### src/rtl/plane_pal_pkg.sv
// Shared types for the plane serializer and colour table.
// Assumes a 16-bit table word with a 5:5:5 colour layout below an unused top bit.
package plane_pal_pkg;
    localparam int CH_W   = 5;
    localparam int WORD_W = 16;

    typedef struct packed {
        logic [CH_W-1:0] r;
        logic [CH_W-1:0] g;
        logic [CH_W-1:0] b;
    } rgb_t;

    // Split a table word into channels; the top bit is dropped.
    function automatic rgb_t word_to_rgb(input logic [WORD_W-1:0] w);
        return rgb_t'(w[3*CH_W-1:0]);
    endfunction
endpackage

### src/rtl/plane_shifter.sv
// Loads one byte per plane on a load tick and shifts all planes MSB first.
// The index bit n is the current top bit of plane n's shift register.
// Assumes plane_bytes is valid in any cycle where take is high.
module plane_shifter #(
    parameter int NPLANES = 8,
    parameter int BYTE_W  = 8
) (
    input  logic                      clk,
    input  logic                      rst_n,
    input  logic                      pix_en,
    input  logic                      line_start,
    input  logic [NPLANES-1:0]        plane_en,
    input  logic [NPLANES*BYTE_W-1:0] plane_bytes,
    output logic                      take,
    output logic [NPLANES-1:0]        pix_idx
);
    localparam int PH_W = $clog2(BYTE_W);
    localparam logic [PH_W-1:0] PH_LAST = PH_W'(BYTE_W - 1);

    logic [PH_W-1:0] phase;

    assign take = pix_en & (line_start | (phase == PH_LAST));

    // Phase counter: restarts on every load, otherwise counts pixel ticks.
    always_ff @(posedge clk) begin
        if (!rst_n)      phase <= PH_LAST;
        else if (take)   phase <= '0;
        else if (pix_en) phase <= phase + 1'b1;
    end

    for (genvar n = 0; n < NPLANES; n++) begin : g_plane
        logic [BYTE_W-1:0] sr;
        // Per-plane shift register: load masked byte or shift left.
        always_ff @(posedge clk) begin
            if (!rst_n)      sr <= '0;
            else if (take)   sr <= plane_en[n] ? plane_bytes[n*BYTE_W +: BYTE_W] : '0;
            else if (pix_en) sr <= {sr[BYTE_W-2:0], 1'b0};
        end
        assign pix_idx[n] = sr[BYTE_W-1];
    end

    // Independent count of ticks since the last load, for the period check.
    logic [PH_W-1:0] gap_cnt;
    always_ff @(posedge clk) begin
        if (!rst_n)      gap_cnt <= PH_LAST;
        else if (take)   gap_cnt <= '0;
        else if (pix_en && gap_cnt != PH_LAST) gap_cnt <= gap_cnt + 1'b1;
    end

    AST_LOAD_PERIOD: assert property (@(posedge clk) disable iff (!rst_n)
        (take && !line_start) |-> (gap_cnt == PH_LAST));
    AST_MASKED_ZERO: assert property (@(posedge clk) disable iff (!rst_n)
        take |=> ((pix_idx & ~$past(plane_en)) == '0));
endmodule

### src/rtl/pixel_delay.sv
// Delays the pixel index stream by 0 to 2**DLY_W-1 pixel ticks.
// A delay of zero passes the input straight through without a register.
module pixel_delay #(
    parameter int W     = 8,
    parameter int DLY_W = 3
) (
    input  logic             clk,
    input  logic             rst_n,
    input  logic             pix_en,
    input  logic [DLY_W-1:0] dly,
    input  logic [W-1:0]     din,
    output logic [W-1:0]     dout
);
    localparam int DEPTH = (1 << DLY_W) - 1;

    logic [W-1:0] taps [DEPTH];

    // Tap line: advances one stage per pixel tick.
    always_ff @(posedge clk) begin
        if (!rst_n) begin
            for (int i = 0; i < DEPTH; i++) taps[i] <= '0;
        end else if (pix_en) begin
            taps[0] <= din;
            for (int i = 1; i < DEPTH; i++) taps[i] <= taps[i-1];
        end
    end

    // Tap select: zero bypasses the line.
    always_comb begin
        if (dly == '0) dout = din;
        else           dout = taps[dly - 1'b1];
    end
endmodule

### src/rtl/clut_dual_ram.sv
// Colour table held in two byte-wide lanes: byte writes, full-word reads.
// A read and a write in the same cycle return the old contents.
// Assumes the table contents are loaded by software before display.
module clut_dual_ram #(
    parameter int IDX_W = 8
) (
    input  logic             clk,
    input  logic             rst_n,
    input  logic             we,
    input  logic [IDX_W:0]   waddr,
    input  logic [7:0]       wdata,
    input  logic             rd_en,
    input  logic [IDX_W-1:0] ridx,
    output logic [15:0]      rword
);
    localparam int ENTRIES = 1 << IDX_W;

    for (genvar l = 0; l < 2; l++) begin : g_lane
        logic [7:0] mem [ENTRIES];
        // Lane write: byte address parity selects the lane.
        always_ff @(posedge clk) begin
            if (we && (waddr[0] == 1'(l))) mem[waddr[IDX_W:1]] <= wdata;
        end
        // Lane read: registered, sees the pre-write contents.
        always_ff @(posedge clk) begin
            if (!rst_n)     rword[l*8 +: 8] <= '0;
            else if (rd_en) rword[l*8 +: 8] <= mem[ridx];
        end
    end
endmodule

### src/rtl/plane_palette_out.sv
// Planar pixel serializer followed by an indexed colour lookup.
// Pipeline per pixel tick: shift -> fine delay -> table read -> blank gate.
// Assumes pix_en marks pixel ticks and plane bytes are valid when take is high.
module plane_palette_out #(
    parameter int NPLANES = 8,
    parameter int BYTE_W  = 8,
    parameter int DLY_W   = 3
) (
    input  logic                      clk,
    input  logic                      rst_n,
    input  logic                      pix_en,
    input  logic                      line_start,
    input  logic                      blank,
    input  logic [NPLANES-1:0]        plane_en,
    input  logic [NPLANES*BYTE_W-1:0] plane_bytes,
    input  logic [DLY_W-1:0]          fine_dly,
    input  logic                      cpu_we,
    input  logic [NPLANES:0]          cpu_addr,
    input  logic [7:0]                cpu_wdata,
    output logic                      take,
    output logic [4:0]                red,
    output logic [4:0]                green,
    output logic [4:0]                blue
);
    import plane_pal_pkg::*;

    logic [NPLANES-1:0] raw_idx;
    logic [NPLANES-1:0] dly_idx;
    logic [15:0]        tbl_word;
    logic               blank_q;
    rgb_t               col;

    plane_shifter #(.NPLANES(NPLANES), .BYTE_W(BYTE_W)) u_shift (
        .clk(clk), .rst_n(rst_n), .pix_en(pix_en), .line_start(line_start),
        .plane_en(plane_en), .plane_bytes(plane_bytes),
        .take(take), .pix_idx(raw_idx)
    );

    pixel_delay #(.W(NPLANES), .DLY_W(DLY_W)) u_dly (
        .clk(clk), .rst_n(rst_n), .pix_en(pix_en), .dly(fine_dly),
        .din(raw_idx), .dout(dly_idx)
    );

    clut_dual_ram #(.IDX_W(NPLANES)) u_clut (
        .clk(clk), .rst_n(rst_n), .we(cpu_we), .waddr(cpu_addr),
        .wdata(cpu_wdata), .rd_en(pix_en), .ridx(dly_idx), .rword(tbl_word)
    );

    // Blank flag aligned with the table read stage.
    always_ff @(posedge clk) begin
        if (!rst_n)      blank_q <= 1'b1;
        else if (pix_en) blank_q <= blank;
    end

    assign col   = word_to_rgb(tbl_word);
    assign red   = blank_q ? '0 : col.r;
    assign green = blank_q ? '0 : col.g;
    assign blue  = blank_q ? '0 : col.b;

    AST_BLANK_BLACK: assert property (@(posedge clk) disable iff (!rst_n)
        (pix_en && blank) |=> ({red, green, blue} == '0));
    AST_HOLD_STILL: assert property (@(posedge clk) disable iff (!rst_n)
        !pix_en |=> $stable({red, green, blue}));
endmodule

### config.mk
export PLATFORM = sky130hd
export DESIGN_NAME = plane_palette_out
export DESIGN_NICKNAME = d
export VERILOG_FILES = /design/src/rtl/plane_pal_pkg.sv /design/src/rtl/plane_shifter.sv /design/src/rtl/pixel_delay.sv /design/src/rtl/clut_dual_ram.sv /design/src/rtl/plane_palette_out.sv
export SDC_FILE = /design/constraint.sdc
export NUM_CORES = 2
export LEC_CHECK = 0
export BUFFER_PORTS_ARGS = -buffer_cell sky130_fd_sc_hd__buf_2
export CAP_MARGIN = 40
export CORE_MARGIN = 3
export CORE_UTILIZATION = 50
export DETAILED_ROUTE_END_ITERATION = 10
export PLACE_DENSITY = 0.65
export SETUP_SLACK_MARGIN = 0.15
export SYNTH_ARGS = -nofsm -noshare
export SYNTH_HDL_FRONTEND = slang
export SYNTH_MEMORY_MAX_BITS = 65536
export SYNTH_SLANG_ARGS = --single-unit
### constraint.sdc
create_clock -name clk -period 5.81 [get_ports clk]
set_clock_uncertainty 0.1 [all_clocks]
set_input_delay 1.743 -clock clk [delete_from_list [all_inputs] [get_ports clk]]
set_output_delay 1.743 -clock clk [all_outputs]
set_load 0.02 [all_outputs]
# After elaboration in Yosys (flattened, before gate mapping)
# Memory sizes are Yosys's and may differ from the RTL's. A register that Yosys moved wholly into a read port is not among the register bits.
# Index checks and enable logic that the tools add are counted.
# totals
reg_bits	68
n_memories	3
input_bits	98
ramBits	4152
out_inout_bits	16
# memory_table
memory	words	width	read_ports	rd_ports_with_merged_regs	write_ports	line_no	rtl
u_clut.g_lane[0].mem	256	8	1	1	1	clut_dual_ram.sv:19	logic [7:0] mem [ENTRIES];
u_clut.g_lane[1].mem	256	8	1	1	1	clut_dual_ram.sv:19	
u_dly.taps	7	8	7	0	7	pixel_delay.sv:16	logic [W-1:0] taps [DEPTH];
# classes
muxes	45
n_eq_ne	1
bitwise_logic	10
add_sub_neg	2
reduce_logical	6
# op_table
operator	count
2-to-1 mux 8 bit	32
2-to-1 mux 5 bit	3
2-to-1 mux 1 bit	8
bitwise OR 1 bit	8
2-to-1 mux 3 bit	2
adder 3 x 1 -> 3 bit (second input constant)	1
equality test 3 bit (second input constant)	1
logical NOT 3 bit	1
subtractor 3 x 1 -> 3 bit (second input constant)	1
logical AND 1 bit	2
logical NOT 1 bit	2
nonzero test 2 bit	1
bitwise AND 1 bit	1
inverter 1 bit	1

# Longest topological paths before layout
# depth
depth_word	4
mapped_depth	23

# By module
# Synthesis repeated with hierarchy kept, for this count alone.
# hier_totals
cells_unflattened	8459
hier_area_um2	166249.4
# by_module_without_submodules
module	seq_area_each_um2	instances	area_per_inst_um2	cells_each
clut_dual_ram	123318.3	1	159943.4	7869
plane_shifter	1341.3	1	3469.6	383
pixel_delay	1681.6	1	2696.3	188
plane_palette_out	20.0	1	140.1	19

# Worst setup path after synthesis
# OpenSTA, ideal clock, no wires.
# synth_path
kind	input-to-reg
start	in fine_dly[0]
end	reg u_clut.rword[10] (read register of u_clut.g_lane[1].mem)
t_arrival_ps	5219
path_stages	17
slack_ps	373
setup_ps	117
required_time_ps	5593
n_path_buf	6
path_cell_list	buf_6 buf_4 inv_1 ha_1 clkbuf_2 nor3_1 a211o_1 a211o_1 buf_6 nand2_4 buf_6 buf_6 mux4_2 a2111oi_1 nor3_1 or4_1 a32o_1
# synth_via
elab_chain_cells	3
elab_cells_between_ends	4
classes_between	1 x add/sub; 1 x mux; 1 x reduce/logical; 1 x memory
# synth_rtl
item	line_no	rtl
start: declaration	plane_palette_out.sv:16	input logic [DLY_W-1:0] fine_dly,
subtractor 3 x 1 -> 3 bit	pixel_delay.sv:31	else dout = taps[dly - 1'b1];
memory read (7 x 8 bit)	--	
2-to-1 mux 8 bit *	pixel_delay.sv:30	if (dly == '0) dout = din;
end: declaration	clut_dual_ram.sv:14	output logic [15:0] rword
# Mark *: on every way between the ends. The rest lies on a longest branch, timed or not.
# A chain may end at the register's enable or synchronous reset.

# Worst setup path in the final report
# layout_path
start	in fine_dly[0]
end	reg u_clut.rword[6] (read register of u_clut.g_lane[0].mem)
# The elaborated chain is that of the path after synthesis.

==> impl_metrics.toml <==
[final_layout]
final_nets = 12111
layout-drive-gt1-share_pct = 17.3
syn_to_final_growth_pct = 17.2
fillers = 23822

[placed_design]
hpwl_mm = 322
post-place-ws_ns = -0.701
io_buffers = 113
routabilityCongestion = 0.945

[drt]
drc = 0
wl_per_cell_um = 30.4
firstDrtPassIters = 10
drtIter0Drc = 16014
via_per_inst = 6.33
via_count = 104708
ant_nets = 0
wl_mm = 503

[clock_network]
cts_root_buffer = "clkbuf_16"
clockBufferDepth = 4
clkLatencyLatePin_ns = 0.99
path_clk_slew_ns = 0.06
cts_tree = "built"
cts.htree.levels = 5
cts_inserted_buffers = 402
holdBufCountCts = 0
postCtsSetupBuffers = 0
cts_sinks = 3979

[run]
cap_violations = 0

[grt]
grt_remaining_overflow = 0
grtUsageTotal_pct = 30.3
grt_pass1_wl_mm = 718
grt_max_degree = 142
grt_pass1_vias = 101195
antenna_found_initial = 30

[sta]
final_hold_viol_count = 0
fin_ws_ns = 0.202
rsz0062_at_grt = "yes"
fin_crit_ns = 5.61
worst_pin_slew_ns = 1.08
finalSetupViolCount = 0
slew_headroom_pct = 28.1
post-route-period-util_pct = 96.5
timing.fmax_ghz = 0.178
finalMaxSlewViolations = 0

[synthesis]
synth_edf_count = 3896
synth_nets = 11146
synth_top_cell_by_area = "edfxtp_1"
syn_area_sq_um = 159000
ys_ff_latch = 3979
yosysSeqAreaShare_pct = 74.8
async_reset_ff_share_pct = 0
netlist.area_leader.share_pct = 73.7
synthCells = 11044
synth_top_flop_cell = "edfxtp_1"
synth_cell_type_count = 88
yosys-top-cells-area = "edfxtp_1 74%, nand2_1 5.0%, mux2i_1 4.1%"
yosys_warnings = 0
avgSynthCellArea_sq_um = 14.4

[power]
power.leakage_nw = 63.8
ir_drop_uv = 321
report.power.total_w = 0.0686
power_density_nw_per_um2 = 369

[critical_path]
crit_chain = "buf_2 -> inv_1 -> ha_1 -> buf_12 -> or3_1 -> o22a_1 -> and3_2 -> nor2_4 -> buf_12 -> buf_4 -> buf_12 -> nand2_1 -> nand3_1 -> a21oi_1 -> nor4_2 -> buf_4 -> nor4_1 -> buf_4 -> a21oi_1 -> a22o_1"
reg2reg_depth = 17
path_buf_inv = 8
cp.arrival_ns = 6.42
crit_path_start = "fine_dly[0]"
required_ns = 6.62
crit_fanout = 26
start_kind = "input port"
r2r-end = "u_clut.rword[6]"
slowest_stage = "nor4_2"
reg2reg_setup_slack_ns = 1.22
path_class = "input port to flop"
cpPeakStageDelay_ns = 0.51
path_delay_family = "simple AND/OR/NAND/NOR gates"
timing.rr.start = "u_dly.taps[1][0]"
cp-end-kind = "flop"

[floorplanning]
rows = 206
die-height_um = 569
fp.dieW_um = 569
design.core.area_sq_um = 315000
die-area_sq_um = 324000
start_util_pct = 50.3
io_pins = 114

[min_path]
holdPathStages = 1
hold_class = "flop to flop"
hp-start = "u_clut.rword[7]"
hold_path_end = "u_clut.rword[7]"

[status]
status = "finished clean"
==> placed cells by master, fill, tap and decap left out, drive strengths merged, types with 20 or more instances in the layout <==
master and instances:
edfxtp 3896, nand2 2097, buf 1334, a21oi 703, mux2i 656, nor2 597
clkbuf 508, nand3 469, o22ai 235, nor4 179, clkinv 174, o21ai 134
nor3 133, and3 131, a211oi 99, a31oi 97, dfxtp 83, mux4 76
o221ai 76, mux2 74, o211a 57, a2111oi 45, nand4 37, bufinv 36
a311oi 33, a22oi 32, nor2b 32, a32oi 29, a221oi 29, a32o 24
diode 21, a21boi 20
==> power breakdown <==
group          internal, W  switching [W]  total [W]
combinational      0.00398        0.00709     0.0111
clock               0.0147         0.0111     0.0258
sequential          0.0316       0.000109     0.0317
==> sequential cells by signal, indices dropped and copies added (netlist names) <==
signal / cells
blank_q: 1
u_clut.g_lane.mem: 3840
u_clut.rword: 15
u_dly.taps: 56
u_shift.g_plane.sr: 64
u_shift.phase: 3
==> worst max-delay path by stage <==
stage / endpoint / slack, ns / cells past startpoint
floorplan: u_clut.rword[10] / 0.37 / 17
global placement: u_clut.rword[6] / -0.92 / 17
detailed placement: u_clut.rword[9] / -0.70 / 20
CTS: u_clut.rword[6] / 0.26 / 20
global route: u_clut.rword[6] / 0.15 / 19
finish: u_clut.rword[6] / 0.20 / 20
==> per-stage QoR <==
stage          setup TNS, ns  hold WS (ns)  area (sq um)  util, %  instances
3_3_place_gp           -7.60         0.343        172000     54.6      15720
2_1_floorplan              0         0.317        159000        -      11044
3_5_place_dp           -7.55         0.353        173000     54.8      15761
6_report                   0         0.365        186000     58.9      16529
4_1_cts                    0         0.366        186000     58.9      16504
5_1_grt                    0         0.390        186000     58.9      16519
==> layout make-up <==
| class | count | area [sq um] | area share (%) |
|---|---|---|---|
| Sequential cell | 3979 | 119000 | 63.8 |
| Inverter | 7 | 26.3 | 0.0141 |
| Multi-Input combinational cell | 6282 | 36600 | 19.7 |
| Timing Repair Buffer | 1337 | 12400 | 6.64 |
| Clock buffer | 506 | 10700 | 5.73 |
| Antenna cell | 21 | 52.6 | 0.0283 |
| Tap cell | 4160 | 5200 | 2.80 |
| Clock inverter | 237 | 2410 | 1.29 |
==> repair_timing <==
action                                  4_1_cts  5_1_grt
endpoints found under the setup margin        0        3
hold endpoints to repair                      0        0
resized for setup                             0        5
==> cell usage after synthesis, drive strengths merged, types with 99 or more instances <==
cell / n
edfxtp: 3896
nand2: 2097
a21oi: 703
mux2i: 656
nor2: 597
buf: 469
nand3: 469
clkbuf: 307
o22ai: 235
nor4: 179
o21ai: 134
nor3: 133
and3: 131
a211oi: 99
==> worst reg2reg max path: cells and delay by family (launching register included) <==
kind                   cells  cell delay, ns
AOI/OAI and AO/OA          4            0.95
and+or+nand+nor            6            1.54
DFF                        1            0.39
buffers and inverters      6            1.27
muxes                      1            0.30
==> kinds of logic (layout without fill, tap and decap cells) <==
family                   after synthesis  count (layout)  synth area share (%)
other                                  0              21                     0
buffers and inverters                783            2087                  2.37
XOR/XNOR                               2               2                0.0110
adder cells (fa/ha/maj)                4               4                0.0315
multiplexers                         806             806                  5.75
AND/OR/NAND/NOR                     3744            3744                  10.1
flip-flops                          3979            3979                  74.8
AO/OA/AOI/OAI                       1726            1726                  7.00
==> metal layers <==
layer	global-route usage (%)	share of wire, %	vias up
li1	-	-	43967
met1	41.7	37	52500
met2	45.9	45	7068
met3	7.13	12	1163
met4	14.3	5.4	10
met5	0	0.014	-
(Power assumes the default switching activity.)
